<file path="config.mk">
export PLATFORM = sky130hd
export DESIGN_NAME = clkchain_rst_seq
export DESIGN_NICKNAME = d
export VERILOG_FILES = /design/src/rtl/clkchain_rst_seq.sv
export SDC_FILE = /design/constraint.sdc
export NUM_CORES = 1
export LEC_CHECK = 0
export ABC_AREA = 0
export BUFFER_PORTS_ARGS = -buffer_cell sky130_fd_sc_hd__clkbuf_2
export CAP_MARGIN = 20
export CORE_MARGIN = 2
export CORE_UTILIZATION = 40
export CTS_BUF_LIST = sky130_fd_sc_hd__clkbuf_4
export CTS_CLUSTER_SIZE = 8
export DETAILED_ROUTE_END_ITERATION = 16
export MAX_ROUTING_LAYER = met4
export PLACE_DENSITY = 0.66
export SLEW_MARGIN = 15
export SYNTH_ARGS = -nofsm -noshare
export SYNTH_HDL_FRONTEND = slang
export SYNTH_SLANG_ARGS = --single-unit
</file>
<file path="constraint.sdc">
create_clock -name clk -period 7.3 [get_ports clk]
set_input_delay 2.19 -clock clk [delete_from_list [all_inputs] [get_ports clk]]
set_output_delay 2.19 -clock clk [all_outputs]
set_load 0.03 [all_outputs]
</file>
<file path="src/rtl/clkchain_rst_seq.sv">
module clkchain_rst_seq #(
  parameter int PULSE_W    = 8,
  parameter int STABLE_CYC = 64,
  parameter int LOCK_TO    = 65536
) (
  input  logic       clk,
  input  logic       rst_n,
  input  logic       ref_ok,
  input  logic [2:0] lock_i,
  output logic [2:0] mgr_rst_o,
  output logic       all_locked_o,
  output logic [3:0] retry_cnt_o
);
  localparam int PW = (PULSE_W < 3) ? 3 : PULSE_W;
  localparam int CW = $clog2(PW + STABLE_CYC + LOCK_TO + 1);

  typedef enum logic [1:0] {S_WAIT, S_PULSE, S_LWAIT, S_RUN} st_t;

  st_t          st;
  logic [1:0]   cur;
  logic [CW-1:0] cnt;
  logic [3:0]   retry;
  logic [2:0]   watch, drop;
  logic [1:0]   first;

  assign watch = (st == S_RUN) ? 3'b111 :
                 (st == S_PULSE || st == S_LWAIT) ? ((3'b001 << cur) - 3'b001) : 3'b000;
  assign drop  = ~lock_i & watch;
  assign first = drop[0] ? 2'd0 : (drop[1] ? 2'd1 : 2'd2);

  for (genvar i = 0; i < 3; i++) begin : g_rst
    assign mgr_rst_o[i] = (st == S_WAIT) || (2'(i) > cur) ||
                          ((2'(i) == cur) && (st == S_PULSE));
  end

  assign all_locked_o = (st == S_RUN) && (&lock_i);
  assign retry_cnt_o  = retry;

  always_ff @(posedge clk or negedge rst_n) begin
    if (!rst_n) begin
      st    <= S_WAIT;
      cur   <= 2'd0;
      cnt   <= '0;
      retry <= 4'd0;
    end else begin
      case (st)
        S_WAIT:
          if (!ref_ok) cnt <= '0;
          else if (cnt == CW'(STABLE_CYC - 1)) begin
            st  <= S_PULSE;
            cur <= 2'd0;
            cnt <= '0;
          end else cnt <= cnt + 1'b1;
        S_PULSE:
          if (|drop) begin
            cur <= first;
            cnt <= '0;
          end else if (cnt == CW'(PW - 1)) begin
            st  <= S_LWAIT;
            cnt <= '0;
          end else cnt <= cnt + 1'b1;
        S_LWAIT:
          if (|drop) begin
            st  <= S_PULSE;
            cur <= first;
            cnt <= '0;
          end else if (lock_i[cur]) begin
            cnt <= '0;
            if (cur == 2'd2) st <= S_RUN;
            else cur <= cur + 2'd1;
          end else if (cnt == CW'(LOCK_TO - 1)) begin
            st  <= S_PULSE;
            cnt <= '0;
            if (retry != 4'd15) retry <= retry + 4'd1;
          end else cnt <= cnt + 1'b1;
        S_RUN:
          if (|drop) begin
            st  <= S_PULSE;
            cur <= first;
            cnt <= '0;
          end
        default: st <= S_WAIT;
      endcase
    end
  end
endmodule

</file>
==> out/metrics.yaml, run 1 <==
vias: 1369
drive_gt1_share_pct: 15.2
postRouteAntennaNets: 0
yosys_warnings: 0
synth_area_per_cell_um2: 9.31
vdd.ir_drop.worst_mv: 0.116
dieWidth_um: 69.4
grt_pass1_vias: 1344
synth_top_area_share_pct: 36.5
yosys.area_share.adder_pct: 9.50
min_from: "retry_cnt_o[0]"
syn_nets: 203
slew_viol_final: 0
numClockSinks: 25
synthMuxAreaShare_pct: 4.53
yosysSeqAreaShare_pct: 36.5
drt-total-wl_um: 3430
drtIter0Drc: 78
pwr-share-seq_pct: 30.5
htreeDepth: 1
place.gp.congestion: 0.822
finalNetCount: 218
cp-start-kind: "primary input"
cp-startpoint: "lock_i[2]"
gr-total-overflow: 0
synth_top_family_by_area: "simple AND/OR/NAND/NOR gates"
skew_ns: 0.0210
cts_hold_buf: 0
core_um2: 4060
crit_arrival_ns: 3.07
hpwl_um: 2550
critPathMaxFanout: 7
critPathKind: "in2out"
die_area_um2: 4820
clock.fmax_mhz: 190
synth-compound-area-share_pct: 14.7
grt_pass1_wl_um: 6110
cts.repair.resized: 0
synthToLayoutAreaGrowth_pct: 8.03
fillers: 413
insertion_delay_ns: 0.34
final-setup-viol-count: 0
synth.cell_area_um2: 1710
outcome: "finished clean"
routedWlPerCell_um: 13.8
die_y_um: 69.4
tightestPinTransition_ns: 0.882
cpMostUsedCell: "clkbuf_2"
ys_ff_latch: 25
hold_class: "reg2reg"
io_pins: 14
grt_max_degree: 26
post-place-ws_ns: 2.06
drc: 0
rsz0062_at_grt: "false"
start_util_pct: 42.2
fin_crit_sh_pct: 72.0
p_comb_share_pct: 57.9
firstDrtPassIters: 4
antenna_cells: 0
synthesis.instances: 184
worst_path_max_delay_cell: "inv_1"
grt_usage_pct: 15.8
max-cap-violations: 0
p_per_area_nw_per_um2: 309
numCtsBuffers: 3
cts_tree: "done"
reg2reg_from: "cnt[3]"
cp-end-kind: "output pin"
port_buffers: 13
synth-edff-count: 0
switching_share_pct: 48.1
cpPeakStageDelay_ns: 0.26
worstPathRequired_ns: 5.11
antenna_found_initial: 0
via_per_inst: 5.52
intPower_w: 0.000296
synthSimpleGateAreaFrac_pct: 24.0
switching_power_w: 0.000275
final.setup.worst_slack_ns: 2.04
hold_viol_final: 0
synth_ff_type: "dfrtp_1"
whs_ns: 0.534
slew_headroom_pct: 40.8
synthTopCellsByArea: "dfrtp_1 37%, ha_1 9.5%, xor2_1 5.6%, nor2_1 4.6%, nand3_1 3.2%"
cts-root-buf: "clkbuf_4"
yosys.cell_types.count: 49
async_reset_ff_share_pct: 100
fin_tns_setup_ns: 0
power_leakage_nw: 0.839
synth_xor_area_share_pct: 7.16
yosys.area.top_type: "dfrtp_1"
finalCriticalPeriod_ns: 5.26
path_clk_slew_ns: 0.16
p_clk_share_pct: 11.6
crit_path_cell_trace: "clkbuf_2 > nand4_1 > inv_1 > clkbuf_2"
cts_buffer_depth: 2
cts_setup_buffers: 0
rows: 23
## metal layers
| metal | track usage [%] | routed length, µm | vias up | part of all wire (%) |
|---|---|---|---|---|
| met1 | 21.3 | 1730 | 660 | 50 |
| li1 | - | - | 688 | - |
| met4 | 7.84 | 49 | 0 | 1.4 |
| met3 | 2.03 | 74 | 6 | 2.2 |
| met5 | - | 0 | - | 0 |
| met2 | 23.5 | 1580 | 15 | 46 |
## stage by stage
stage | instances | util, % | area, µm² | total power, W
6_report | 248 | 45.6 | 1850 | 0.000571
2_1_floorplan | 184 | - | 1710 | 0.000441
4_1_cts | 248 | 45.6 | 1850 | 0.000574
5_1_grt | 248 | 45.6 | 1850 | 0.000617
3_5_place_dp | 244 | 44.9 | 1820 | 0.000505
3_3_place_gp | 244 | 44.9 | 1820 | 0.000504
## area by class of cell
type                            instances  area (µm²)  share of cell area, %
Multi-Input combinational cell        145        1030                   55.4
Tap cell                               50        62.6                   3.38
Timing Repair Buffer                   13        65.1                   3.52
Clock inverter                          1        7.51                  0.406
Sequential cell                        25         626                   33.8
Clock buffer                            3        22.5                   1.22
Inverter                               11        41.3                   2.23
## worst paths after layout
kind | slack [ns] | to | cells past startpoint
setup reg to reg | 4.32 | cnt[7] | 10
hold reg to reg | 0.53 | retry_cnt_o[0] | 1
max in group asynchronous | 5.04 | st[1] | 1
hold / removal | 0.53 | retry_cnt_o[0] | 1
min in group asynchronous | 1.83 | cnt[10] | 1
setup / recovery | 2.04 | all_locked_o | 4
## state kept, by name, indices dropped and copies added, names as in the netlist
| signal | cells |
|---|---|
| st | 2 |
| cur | 2 |
| cnt | 17 |
| retry_cnt_o | 4 |
## cells in the final DEF, fill, tap and decap left out, types with 2 or more instances in the layout
cell type  netlist  layout
dfrtp_1         25      25
nor2_1          21      21
nand2_1         14      14
ha_1            13      13
clkbuf_2         0      13
inv_1           11      11
nand3_1         11      11
xor2_1          11      11
o21ai_0          9       9
nand4_1          6       6
a21oi_1          6       6
and3_1           5       5
mux2i_1          4       4
nor4_1           3       3
xnor2_1          3       3
clkbuf_4         0       3
and2_1           2       2
a211o_1          2       2
nor2b_1          2       2
nor3_1           2       2
o41ai_1          2       2
nand2b_1         2       2
mux2_2           2       2
## worst max-delay path, delay by kind of cell
family / cells / cell delay [ns]
and+or+nand+nor: 1 / 0.24
buffers and inverters: 3 / 0.64
## Yosys cell counts (2+ instances only)
cell type,number
nand3_1,11
nand4_1,6
inv_1,11
nor3_1,2
xnor2_1,3
dfrtp_1,25
mux2_2,2
xor2_1,11
mux2i_1,4
o41ai_1,2
nor2b_1,2
and3_1,5
and2_1,2
nor4_1,3
a21oi_1,6
nand2_1,14
nor2_1,21
ha_1,13
nand2b_1,2
a211o_1,2
o21ai_0,9
## power by group through the flow
stage | sequential (W) | combinational, W | clock [W]
after floorplan | 0.000171 | 0.000270 | 0
after global placement | 0.000176 | 0.000327 | 0
after detailed placement | 0.000176 | 0.000328 | 0
after CTS | 0.000174 | 0.000330 | 0.0000698
after global routing | 0.000177 | 0.000364 | 0.0000756
final | 0.000174 | 0.000331 | 0.0000664
## kinds of logic after synthesis
| family | after synthesis |
|---|---|
| compound gates | 33 |
| xor+xnor | 14 |
| fa+ha+maj | 13 |
| buf+inv | 14 |
| flops | 25 |
| mux | 7 |
| simple gates | 78 |
(Power assumes the default switching activity.)
==> run 2, diff against run 1 <==
--- a/config.mk
+++ b/config.mk
@@ -14,7 +14,7 @@
 export CTS_CLUSTER_SIZE = 8
 export DETAILED_ROUTE_END_ITERATION = 16
 export MAX_ROUTING_LAYER = met4
-export PLACE_DENSITY = 0.66
+export PLACE_DENSITY = 0.68
 export SLEW_MARGIN = 15
 export SYNTH_ARGS = -nofsm -noshare
 export SYNTH_HDL_FRONTEND = slang
==> constraint.sdc (replaced) <==
create_clock -name clk -period 4.4 [get_ports clk]
set_input_delay 1.32 -clock clk [delete_from_list [all_inputs] [get_ports clk]]
set_output_delay 1.32 -clock clk [all_outputs]
set_load 0.03 [all_outputs]
==> run 2 against run 1 <==
Critical path depth is the same. Sequential share of layout area is the same. Utilization is the same. Non-clock buffer count is the same. Clock skew shrank 0.015 ns. Critical endpoint unchanged. Wire length shrank 4.5%. Design area is the same. Hold slack lost 0.0053 ns. Count of clock-buffer cells in the layout is the same.
==> out/metrics.yaml, run 2 (synthesized netlist as in run 1, its figures left out) <==
drc: 0
hold_class: "reg2reg"
largest_register: "cnt"
synthToLayoutAreaGrowth_pct: 8.03
die_y_um: 69.4
grt_pass1_vias: 1282
post-place-ws_ns: 0.895
final_area_um2: 1850
vias: 1353
crit_buf_inv: 3
p_comb_share_pct: 57.9
routedWlPerCell_um: 13.2
port_buffers: 13
antenna_cells: 0
htreeDepth: 1
crit_arrival_ns: 2.20
hold_viol_final: 0
drive_gt1_share_pct: 15.2
slew_headroom_pct: 42.4
skew_ns: 0.00632
start_util_pct: 42.2
cts_setup_buffers: 0
cpPeakStageDelay_ns: 0.26
placedInstanceArea_um2: 1820
pwr-share-seq_pct: 30.8
p_per_area_nw_per_um2: 505
slew_viol_final: 0
hpwl_um: 2490
die_area_um2: 4820
worst_path_max_delay_cell: "inv_1"
crit_path_cell_trace: "clkbuf_2 > nand4_1 > inv_1 > clkbuf_2"
cpMostUsedCell: "clkbuf_2"
fin_tns_setup_ns: 0
layout_common_cells: "25 x dfrtp_1, 21 x nor2_1, 14 x nand2_1"
cp_top_family: "buffers and inverters"
drt-total-wl_um: 3280
finalNetCount: 218
firstDrtPassIters: 4
numClockSinks: 25
via_per_inst: 5.46
r2r-end: "cnt[3]"
outcome: "finished clean"
cp-end-kind: "output pin"
cp-startpoint: "lock_i[2]"
rsz0062_at_grt: "false"
grt_usage_pct: 15.2
grt_pass1_wl_um: 5920
postRouteAntennaNets: 0
worstPathRequired_ns: 3.08
critPathKind: "in2out"
rows: 23
fin_crit_sh_pct: 80.1
final-setup-viol-count: 0
dieWidth_um: 69.4
mostFrequentLayoutCell: "dfrtp_1"
instances_no_fill: 248
vdd.ir_drop.worst_mv: 0.196
final.setup.worst_slack_ns: 0.877
cts_buffer_depth: 2
gr-total-overflow: 0
reg2reg_depth: 10
cp-start-kind: "primary input"
cts-root-buf: "clkbuf_4"
largest_reg_flops: 17
drtIter0Drc: 48
antenna_found_initial: 0
grt_max_degree: 26
cts_hold_buf: 0
cts.repair.resized: 0
place_inst: 244
crit_end: "all_locked_o"
place.gp.congestion: 0.869
switching_power_w: 0.000443
clock.fmax_mhz: 284
power_leakage_nw: 0.839
reg2reg_from: "cnt[3]"
core_um2: 4060
reg2reg_slack_ns: 1.42
critical_path_cell_count: 4
path_clk_slew_ns: 0.14
critPathMaxFanout: 7
max-cap-violations: 0
intPower_w: 0.000492
finalCriticalPeriod_ns: 3.52
p_clk_share_pct: 11.3
whs_ns: 0.529
switching_share_pct: 47.4
numCtsBuffers: 3
cts_tree: "done"
tightestPinTransition_ns: 0.859
insertion_delay_ns: 0.32
io_pins: 14
[run 2: worst min path at each step]
stage | depth (start not counted) | endpoint | start
6_report | 1 | retry_cnt_o[2] | retry_cnt_o[2]
5_1_grt | 1 | retry_cnt_o[2] | retry_cnt_o[2]
4_1_cts | 1 | retry_cnt_o[2] | retry_cnt_o[2]
3_5_place_dp | 1 | retry_cnt_o[0] | retry_cnt_o[0]
3_3_place_gp | 1 | retry_cnt_o[2] | retry_cnt_o[2]
2_1_floorplan | 2 | cnt[1] | cnt[1]
[run 2: cell type report]
type                            instances  area, µm²
Sequential cell                        25        626
Multi-Input combinational cell        145       1030
Clock buffer                            3       22.5
Clock inverter                          1       7.51
Inverter                               11       41.3
Fill cell                             398       2210
Tap cell                               50       62.6
Timing Repair Buffer                   13       65.1
[run 2: through the flow]
stage	total power (W)	utilization, %
6_report	0.000934	45.6
5_1_grt	0.00102	45.6
4_1_cts	0.000945	45.6
3_5_place_dp	0.000834	44.9
3_3_place_gp	0.000835	44.9
2_1_floorplan	0.000731	-
[run 2: routing by layer]
metal | global-route usage (%) | vias up | routed length (µm)
li1 | - | 684 | -
met1 | 21.9 | 646 | 1640
met2 | 22.3 | 19 | 1520
met3 | 1.60 | 4 | 87
met4 | 5.23 | 0 | 30
met5 | - | - | 0
[run 2: power by group through the flow]
stage	combinational (W)	sequential [W]	clock, W
6_report	0.000541	0.000288	0.000105
5_1_grt	0.000607	0.000295	0.000120
3_3_place_gp	0.000543	0.000292	0
4_1_cts	0.000546	0.000288	0.000111
3_5_place_dp	0.000542	0.000292	0
2_1_floorplan	0.000447	0.000284	0
==> run 3, diff against run 2 <==
--- a/config.mk
+++ b/config.mk
@@ -14,7 +14,7 @@
 export CTS_CLUSTER_SIZE = 8
 export DETAILED_ROUTE_END_ITERATION = 16
 export MAX_ROUTING_LAYER = met4
-export PLACE_DENSITY = 0.68
+export PLACE_DENSITY = 0.66
 export SLEW_MARGIN = 15
 export SYNTH_ARGS = -nofsm -noshare
 export SYNTH_HDL_FRONTEND = slang
==> constraint.sdc (replaced) <==
create_clock -name clk -period 3.45 [get_ports clk]
set_input_delay 1.035 -clock clk [delete_from_list [all_inputs] [get_ports clk]]
set_output_delay 1.035 -clock clk [all_outputs]
set_load 0.03 [all_outputs]
==> run 3 against run 2 <==
Clock power is 28% higher. Largest cell class unchanged. Global-route usage is 0.068 points higher. Largest power group unchanged. Power is 31% higher. Clock skew is 0.011 ns higher. Via count is 0.15% higher.
==> out/metrics.yaml, run 3 (synthesized netlist as in run 1, its figures left out) <==
outcome: "finished clean"
layout_common_cells: "25 x dfrtp_1, 21 x nor2_1, 14 x nand2_1"
worstPathRequired_ns: 2.41
fin_tns_setup_ns: 0
gr-total-overflow: 0
cp-start-kind: "primary input"
power_leakage_nw: 0.852
start_util_pct: 42.2
cts_setup_buffers: 0
largest_reg_flops: 17
rows: 23
firstDrtPassIters: 4
cts_hold_buf: 0
mostFrequentLayoutCell: "dfrtp_1"
die_area_um2: 4820
slew_viol_final: 0
drt-total-wl_um: 3310
port_buffers: 13
antenna_cells: 0
cp-end-kind: "output pin"
grt_usage_pct: 15.3
crit_arrival_ns: 1.91
hold_viol_final: 0
cts_tree: "done"
numCtsBuffers: 3
p_per_area_nw_per_um2: 659
fillers: 388
routedWlPerCell_um: 13.2
finalCriticalPeriod_ns: 2.94
postRouteAntennaNets: 0
drtIter0Drc: 71
multi_input_area_um2: 1030
core_um2: 4060
rsz0062_at_grt: "false"
grt_pass1_wl_um: 6020
die_y_um: 69.4
final_area_um2: 1860
final-setup-viol-count: 0
use_met2_pct: 23.6
hpwl_um: 2530
io_pins: 14
vias: 1355
insertion_delay_ns: 0.33
cts_buffer_depth: 2
whs_path_depth: 1
cts.repair.resized: 0
reg2reg_slack_ns: 0.92
place.gp.congestion: 0.831
grt.met1_usage_pct: 21.0
critPathMaxFanout: 7
antenna_found_initial: 0
use_met3_pct: 2.47
skew_ns: 0.0169
slew_headroom_pct: 58.7
htreeDepth: 1
grt_max_degree: 26
place_inst: 246
reg2reg_depth: 11
tightestPinTransition_ns: 0.619
placedInstanceArea_um2: 1840
largest_register: "cnt"
register_area_um2: 626
clock.fmax_mhz: 340
critPathKind: "in2out"
drive_gt1_share_pct: 16.0
hold_class: "reg2reg"
path_clk_slew_ns: 0.15
drc: 0
finalNetCount: 220
busiest_layer: "met2"
instances_no_fill: 250
vdd.ir_drop.worst_mv: 0.224
cts-root-buf: "clkbuf_4"
grt_pass1_vias: 1354
synthToLayoutAreaGrowth_pct: 8.77
numClockSinks: 25
max-cap-violations: 0
via_per_inst: 5.42
dieWidth_um: 69.4
fin_crit_sh_pct: 85.3
run 3: cell types whose count changed in the layout (fill, tap and decap cells not counted), sizes merged:
cell | previous run | this run
buf | 0 | 2
clkinv | 0 | 1
clkinvlp | 1 | 0
run 3: final timing paths:
path                                       end            from
worst max-delay path              all_locked_o       lock_i[2]
worst min-delay path            retry_cnt_o[0]  retry_cnt_o[0]
worst max register to register          cnt[2]          cnt[3]
worst min register to register  retry_cnt_o[0]  retry_cnt_o[0]
max in group asynchronous               cnt[2]           rst_n
min in group asynchronous               cnt[8]           rst_n
run 3: stage by stage:
step | worst slack (ns) | total power, W | hold slack (ns) | utilization [%]
after global routing | 0.411 | 0.00134 | 0.583 | 45.9
after global placement | 0.538 | 0.00110 | 0.505 | 45.2
after CTS | 0.507 | 0.00124 | 0.541 | 45.9
final | 0.506 | 0.00123 | 0.533 | 45.9
after floorplan | 0.888 | 0.000933 | 0.476 | -
after detailed placement | 0.506 | 0.00110 | 0.516 | 45.2
run 3: critical path, stage by stage:
cell	delay [ns]
clkbuf_2	0.14
nand4_1	0.23
inv_1	0.26
clkbuf_2	0.25
run 3: power by group:
part / switching (W) / internal, W / total, W
clock network: 0.0000909 / 0.0000435 / 0.000134
registers: 0.0000397 / 0.000327 / 0.000366
logic: 0.000445 / 0.000283 / 0.000728
run 3: layout make-up:
type	count	area share, %
well taps	50	3.36
clock buffers	3	1.21
multi-input cells	145	55.1
clock inverters	1	0.269
flip-flops and latches	25	33.6
repair buffers	15	4.30
inverters	11	2.22
run 3: metal layers:
metal | vias up | share of wire, %
li1 | 686 | -
met1 | 647 | 51
met2 | 18 | 45
met3 | 4 | 2.8
met4 | 0 | 0.88
met5 | - | 0
